$ cat src/rtl/alertPkg.sv
package alertPkg;

  typedef enum logic [2:0] {
    SEL_NONE,
    SEL_CRIT,
    SEL_HIGH,
    SEL_LOW,
    SEL_FAULT,
    SEL_TOP,
    SEL_MASK
  } regSelT;

  localparam int NUM_LANES = 4;
  localparam int LANE_CRIT = 0;
  localparam int LANE_HIGH = 1;
  localparam int LANE_LOW = 2;
  localparam int LANE_FAULT = 3;
  localparam int TOP_W = 6;

  typedef struct packed {
    logic [NUM_LANES-1:0] clrErr;
    logic wrMask;
    regSelT sel;
  } ctrlStrobeT;

endpackage

$ cat src/rtl/alertCtrl.sv
module alertCtrl
  import alertPkg::*;
#(
  parameter int ADDR_W = 8,
  parameter logic [ADDR_W-1:0] CRIT_ADDR = 8'h1F,
  parameter logic [ADDR_W-1:0] TOP_ADDR = 8'h23,
  parameter logic [ADDR_W-1:0] HIGH_ADDR = 8'h24,
  parameter logic [ADDR_W-1:0] LOW_ADDR = 8'h25,
  parameter logic [ADDR_W-1:0] FAULT_ADDR = 8'h26,
  parameter logic [ADDR_W-1:0] MASK_ADDR = 8'h28
) (
  input  logic [ADDR_W-1:0] regAddr,
  input  logic regRd,
  input  logic regWr,
  output ctrlStrobeT strb
);

  always_comb begin
    strb = '0;
    strb.sel = SEL_NONE;
    if (regAddr == CRIT_ADDR) begin
      strb.sel = SEL_CRIT;
      strb.clrErr[LANE_CRIT] = regRd;
    end else if (regAddr == HIGH_ADDR) begin
      strb.sel = SEL_HIGH;
      strb.clrErr[LANE_HIGH] = regRd;
    end else if (regAddr == LOW_ADDR) begin
      strb.sel = SEL_LOW;
      strb.clrErr[LANE_LOW] = regRd;
    end else if (regAddr == FAULT_ADDR) begin
      strb.sel = SEL_FAULT;
      strb.clrErr[LANE_FAULT] = regRd;
    end else if (regAddr == TOP_ADDR) begin
      strb.sel = SEL_TOP;
    end else if (regAddr == MASK_ADDR) begin
      strb.sel = SEL_MASK;
      strb.wrMask = regWr;
    end
  end

endmodule

$ cat src/rtl/alertDatapath.sv
module alertDatapath
  import alertPkg::*;
#(
  parameter int DATA_W = 8,
  parameter int NUM_CH = 4
) (
  input  logic clk,
  input  logic rstN,
  input  ctrlStrobeT strb,
  input  logic [DATA_W-1:0] regWdata,
  output logic [DATA_W-1:0] regRdata,
  input  logic [NUM_CH-1:0] critCond,
  input  logic [NUM_CH-1:0] critAssoc,
  input  logic [NUM_CH-1:0] highCond,
  input  logic [NUM_CH-1:0] lowCond,
  input  logic [NUM_CH-2:0] faultCond,
  input  logic hwShdnCond,
  input  logic fanPend,
  input  logic gpioPend,
  output logic alertN,
  output logic shutdownOut,
  output logic [NUM_CH-1:0] critStat,
  output logic [NUM_CH-1:0] highStat,
  output logic [NUM_CH-1:0] lowStat,
  output logic [NUM_CH-1:0] faultStat,
  output logic hwsStat,
  output logic [TOP_W-1:0] topStat,
  output logic [TOP_W-1:0] maskReg
);

  localparam int HWS_POS = DATA_W - 1;

  logic [NUM_CH-1:0] setVec [NUM_LANES];
  logic [NUM_CH-1:0] errStat [NUM_LANES];
  logic critLive;

  assign critLive = |(critCond & critAssoc);
  assign setVec[LANE_CRIT] = critCond & critAssoc;
  assign setVec[LANE_HIGH] = highCond;
  assign setVec[LANE_LOW] = lowCond;
  assign setVec[LANE_FAULT] = {faultCond, 1'b0};

  for (genvar lane = 0; lane < NUM_LANES; lane++) begin : gLane
    logic [NUM_CH-1:0] laneQ;
    always_ff @(posedge clk) begin
      if (!rstN) begin
        laneQ <= '0;
      end else if (strb.clrErr[lane]) begin
        laneQ <= setVec[lane];
      end else begin
        laneQ <= laneQ | setVec[lane];
      end
    end
    assign errStat[lane] = laneQ;
  end

  always_ff @(posedge clk) begin
    if (!rstN) begin
      hwsStat <= 1'b0;
    end else if (strb.clrErr[LANE_CRIT]) begin
      hwsStat <= hwShdnCond;
    end else begin
      hwsStat <= hwsStat | hwShdnCond;
    end
  end

  assign critStat = errStat[LANE_CRIT];
  assign highStat = errStat[LANE_HIGH];
  assign lowStat = errStat[LANE_LOW];
  assign faultStat = errStat[LANE_FAULT];

  assign topStat = {|critStat, gpioPend, fanPend, |highStat, |lowStat, |faultStat};

  always_ff @(posedge clk) begin
    if (!rstN) begin
      maskReg <= '0;
    end else if (strb.wrMask) begin
      maskReg <= regWdata[TOP_W-1:0];
    end
  end

  always_ff @(posedge clk) begin
    if (!rstN) begin
      alertN <= 1'b1;
      shutdownOut <= 1'b0;
    end else begin
      alertN <= ~|(topStat & ~maskReg);
      shutdownOut <= critLive;
    end
  end

  always_comb begin
    regRdata = '0;
    unique case (strb.sel)
      SEL_CRIT: begin
        regRdata = DATA_W'(critStat);
        regRdata[HWS_POS] = hwsStat;
      end
      SEL_HIGH: regRdata = DATA_W'(highStat);
      SEL_LOW: regRdata = DATA_W'(lowStat);
      SEL_FAULT: regRdata = DATA_W'(faultStat);
      SEL_TOP: regRdata = DATA_W'(topStat);
      SEL_MASK: regRdata = DATA_W'(maskReg);
      default: regRdata = '0;
    endcase
  end

endmodule

$ cat src/rtl/alertHub.sv
module alertHub
  import alertPkg::*;
#(
  parameter int ADDR_W = 8,
  parameter int DATA_W = 8,
  parameter int NUM_CH = 4,
  parameter logic [ADDR_W-1:0] CRIT_ADDR = 8'h1F,
  parameter logic [ADDR_W-1:0] TOP_ADDR = 8'h23,
  parameter logic [ADDR_W-1:0] HIGH_ADDR = 8'h24,
  parameter logic [ADDR_W-1:0] LOW_ADDR = 8'h25,
  parameter logic [ADDR_W-1:0] FAULT_ADDR = 8'h26,
  parameter logic [ADDR_W-1:0] MASK_ADDR = 8'h28
) (
  input  logic clk,
  input  logic rstN,
  input  logic [ADDR_W-1:0] regAddr,
  input  logic regRd,
  input  logic regWr,
  input  logic [DATA_W-1:0] regWdata,
  output logic [DATA_W-1:0] regRdata,
  input  logic [NUM_CH-1:0] critCond,
  input  logic [NUM_CH-1:0] critAssoc,
  input  logic [NUM_CH-1:0] highCond,
  input  logic [NUM_CH-1:0] lowCond,
  input  logic [NUM_CH-2:0] faultCond,
  input  logic hwShdnCond,
  input  logic fanPend,
  input  logic gpioPend,
  output logic alertN,
  output logic shutdownOut
);

  ctrlStrobeT strb;
  logic [NUM_CH-1:0] critStat;
  logic [NUM_CH-1:0] highStat;
  logic [NUM_CH-1:0] lowStat;
  logic [NUM_CH-1:0] faultStat;
  logic hwsStat;
  logic [TOP_W-1:0] topStat;
  logic [TOP_W-1:0] maskReg;

  alertCtrl #(
    .ADDR_W(ADDR_W), .CRIT_ADDR(CRIT_ADDR), .TOP_ADDR(TOP_ADDR),
    .HIGH_ADDR(HIGH_ADDR), .LOW_ADDR(LOW_ADDR), .FAULT_ADDR(FAULT_ADDR),
    .MASK_ADDR(MASK_ADDR)
  ) ctrl_i (
    .regAddr(regAddr), .regRd(regRd), .regWr(regWr), .strb(strb)
  );

  alertDatapath #(.DATA_W(DATA_W), .NUM_CH(NUM_CH)) dp_i (
    .clk(clk), .rstN(rstN), .strb(strb), .regWdata(regWdata),
    .regRdata(regRdata), .critCond(critCond), .critAssoc(critAssoc),
    .highCond(highCond), .lowCond(lowCond), .faultCond(faultCond),
    .hwShdnCond(hwShdnCond), .fanPend(fanPend), .gpioPend(gpioPend),
    .alertN(alertN), .shutdownOut(shutdownOut), .critStat(critStat),
    .highStat(highStat), .lowStat(lowStat), .faultStat(faultStat),
    .hwsStat(hwsStat), .topStat(topStat), .maskReg(maskReg)
  );

endmodule

$ cat config.mk
export PLATFORM = sky130hd
export DESIGN_NAME = alertHub
export DESIGN_NICKNAME = d
export VERILOG_FILES = /design/src/rtl/alertPkg.sv /design/src/rtl/alertCtrl.sv /design/src/rtl/alertDatapath.sv /design/src/rtl/alertHub.sv
export SDC_FILE = /design/constraint.sdc
export NUM_CORES = 1
export LEC_CHECK = 0
export ABC_AREA = 1
export CORE_MARGIN = 3
export CORE_UTILIZATION = 30
export DETAILED_ROUTE_END_ITERATION = 10
export PLACE_DENSITY_LB_ADDON = 0.15
export RECOVER_POWER = 25
export REMOVE_ABC_BUFFERS = 1
export SLEW_MARGIN = 10
export SYNTH_ARGS = -nofsm -noshare
export SYNTH_HDL_FRONTEND = slang
export SYNTH_SLANG_ARGS = --single-unit
$ cat constraint.sdc
create_clock -name clk -period 4.8 [get_ports clk]
set_input_delay 1.44 -clock clk [delete_from_list [all_inputs] [get_ports clk]]
set_output_delay 1.44 -clock clk [all_outputs]
set_load 0.01 [all_outputs]
==> summary.txt <==
Outcome
  • Status: complete, no violations

Worst setup path
  • R2R cell count: 7
  • Critical path capture point type: output pin
  • Largest fanout on the critical path: 5
  • CP delay by family, top: buffers and inverters
  • R2R Path End: dp_i.alertN
  • Reg2reg start: dp_i.faultStat[2]
  • CP Class: input port to output pin
  • Buf/Inv on CP: 3
  • CP most frequent cell: nand2_1
  • Worst path max stage delay: 0.54 ns
  • Crit path to: regRdata[1]
  • Critical Path Stages: 9
  • CP Cell Sequence: clkdlybuf4s50_1 > nand2_1 > nor2_1 > buf_4 > nand3_1 > nand2_1 > nor2_1 > nand2_1 > clkdlybuf4s50_1
  • Crit path required time: 3.36 ns
  • Worst path slowest cell: clkdlybuf4s50_1
  • Setup slack, reg-to-reg: 3.91 ns
  • Crit path DAT: ~3.2 ns
  • Crit. Startpoint: regAddr[0]
  • Startpoint Class: input port

Global route
  • First-pass GRT wire length: 5.70 mm
  • GRT Residual Overflow: 0
  • GRT Resource Usage Total: 0.132
  • Initial antenna violation count: 0
  • Vias in the first global route: 1304
  • Largest net degree at the start of global routing: 23

STA
  • Pins over their slew limit: 0
  • Setup_tns: 0 ns
  • Slew @ Worst Pin: just under 0.5 ns
  • Final Hold Vio Count: 0
  • Final period utilization: 0.963
  • Min Tclk post-route: roughly 4.6 ns
  • Finish-stage setup viols: 0
  • Max_slew headroom: 0.669
  • Final setup margin: 0.180 ns
  • Maximum clock rate: 0.216 GHz
  • RSZ-0062 raised after global routing: no
  • Final Skew: 0.00210 ns

Place
  • Port Buffers: 48
  • DP Wirelength: 2.83 mm
  • Pre-CTS WS: 0.0721 ns
  • Placer Congestion: ~0.83
  • Dpl cells: 324

CTS
  • Worst skew pair latency: roughly 0.26 ns
  • Total clock sinks: 24
  • Reg clk slew, reported paths: 0.08 ns
  • H-tree Lvls: 1
  • CTS Buffer Depth: 2
  • Total CTS buffers: 3
  • CTS tree: done
  • Clk root buf: clkbuf_8

Pwr
  • Post-route total power: between 0.0004 and 0.0005 W
  • Switch share: 0.251
  • Worst VDD drop: around 0.00012 V
  • Static leakage: 0.936 nW
  • Clk pwr share: 0.281
  • Sequential share of power: 0.523
  • Switch Pwr: 0.000104 W
  • PwrDens: 209 nW/um^2
  • Comb power frac: 0.196
  • Internal power: 0.000311 W

Synth
  • Synth warnings: 0
  • Cell variety after synth: 23
  • Post-Synth XOR/XNOR Area: 0
  • Sequential share of the synthesized area: 0.339
  • Synthesized area: 1420 sq um
  • Post-Synth Simple-Gate Area: 0.446
  • Mux cell area share after synthesis: 0
  • Syn avg cell area: between 6 and 7 sq um
  • Adder-Cell Fraction of Synth Area: 0
  • Synthesized flop and latch total: 24
  • Mapped Cells: 228
  • Largest family of logic cells by synthesized area: simple AND/OR/NAND/NOR gates
  • Compound-Gate Fraction of Synth Area: 0.0855

Routing
  • DRC viols: 0
  • Routed wire length: between 3 and 4 mm
  • 1st-pass router iterations: 4
  • DRT antenna net count: 0
  • WL per Instance: 11.1 um
  • Via Count: ~1500
  • Vias per inst: 4.52
  • 1st-iter DRT viols: 56

Floorplan
  • Core footprint: 4470 sq um
  • Die Span X: 74.8 um
  • Row count: 24
  • Initial Utilization: 0.317
  • Die height: 74.8 um
  • Die ar.: 5590 sq um
  • I/O Pins: 52

Cells and area
  • Non-filler cells, final: 328
  • Area Growth Syn to Fin: 40.1%
  • NumNets Final: 320
  • Antenna cells: 0
  • Ratio of cells with drive above 1 in the final layout: 0.0978

Run
  • Max_cap viols: 0

Hold path
  • Worst min path class: flop to flop
registers in the layout, summed over array words and instances (netlist names):
register,count
dp_i.alertN,1
dp_i.hwsStat,1
dp_i.highStat,4
dp_i.maskReg,6
dp_i.shutdownOut,1
dp_i.faultStat,3
dp_i.lowStat,4
dp_i.critStat,4
layer usage:
metal / global-route usage / routed length (um) / vias to the layer above
met5: 0 / 0 / -
met3: 0.0347 / 259 / 2
li1: - / - / 803
met2: 0.222 / 1610 / 49
met4: 0.0296 / 25 / 0
met1: 0.169 / 1730 / 628
metrics by stage:
stage                     area [sq um]  hold slack (ns)  utilization
final                             1990            0.482        0.444
after global routing              1990            0.510        0.444
after CTS                         1970            0.488        0.441
after detailed placement          1930            0.474        0.431
after global placement            1930            0.467        0.431
after floorplan                   1360            0.454            -
worst register-to-register path: stages, from the launching register on:
cell and delay [ns]:
dfxtp_1 0.37, nor2_1 0.06, nand2_1 0.08, nand2_1 0.05, nand2_1 0.07, nor2_1 0.04, nand2_1 0.06, nand2_1 0.05
synthesized netlist by cell type (all sizes together):
cell type	number	share of area
nor4	1	0.0044
nor2	43	0.14
a21oi	18	0.063
conb	1	0.0026
o22ai	2	0.0088
or2	4	0.018
nand4	4	0.018
buf	7	0.040
dfxtp	24	0.34
clkinv	1	0.0026
o21ai	2	0.0071
a41oi	1	0.0062
inv	32	0.085
nand2	67	0.19
nand3	21	0.083
power by group through the flow:
stage / combinational, W / clock [W] / sequential (W)
global placement: 0.0000799 / 0 / 0.000222
floorplan: 0.0000341 / 0 / 0.000221
finish: 0.0000813 / 0.000117 / 0.000217
global route: 0.0000913 / 0.000130 / 0.000219
detailed placement: 0.0000805 / 0 / 0.000222
CTS: 0.0000809 / 0.000123 / 0.000218
kinds of logic (layout without fill, tap and decap cells):
family,after synthesis,in the layout
flip-flops,24,24
other,1,1
buffers and inverters,40,87
AO/OA/AOI/OAI,23,23
AND/OR/NAND/NOR,140,141
cell type report:
type	instances	area, sq um
fillers	499	2490
multi-input cells	165	774
repair buffers	51	503
flip-flops and latches	24	480
inverters	33	124
well taps	52	65.1
clock buffers	3	41.3
worst min path at each step:
stage	slack, ns	cells after the start	from	end
final	0.48	2	dp_i.faultStat[1]	dp_i.faultStat[1]
after global routing	0.51	2	dp_i.faultStat[1]	dp_i.faultStat[1]
after detailed placement	0.47	2	dp_i.faultStat[1]	dp_i.faultStat[1]
after CTS	0.49	2	dp_i.faultStat[1]	dp_i.faultStat[1]
after floorplan	0.45	2	dp_i.lowStat[0]	dp_i.lowStat[0]
after global placement	0.47	2	dp_i.hwsStat	dp_i.hwsStat
placed cells by master, fill, tap and decap left out, drive strengths merged:
| cell type | netlist | routed |
|---|---|---|
| nor2 | 43 | 44 |
| a41oi | 1 | 1 |
| clkdlybuf4s50 | 0 | 45 |
| clkbuf | 0 | 3 |
| clkinv | 1 | 1 |
| o22ai | 2 | 2 |
| nand2 | 67 | 67 |
| inv | 32 | 32 |
| nor4 | 1 | 1 |
| dfxtp | 24 | 24 |
| buf | 7 | 3 |
| o21ai | 2 | 2 |
| nand4 | 4 | 4 |
| conb | 1 | 1 |
| or2 | 4 | 4 |
| dlygate4sd3 | 0 | 3 |
| a21oi | 18 | 18 |
| nand3 | 21 | 21 |
what timing repair did:
| item | CTS | global route |
|---|---|---|
| endpoints found under the setup margin | 0 | 4 |
| gates resized for setup | 0 | 6 |
| hold buffers | 0 | 0 |
| buffers inserted | 0 | 0 |
Note: power is estimated with default switching activity, not from simulation.
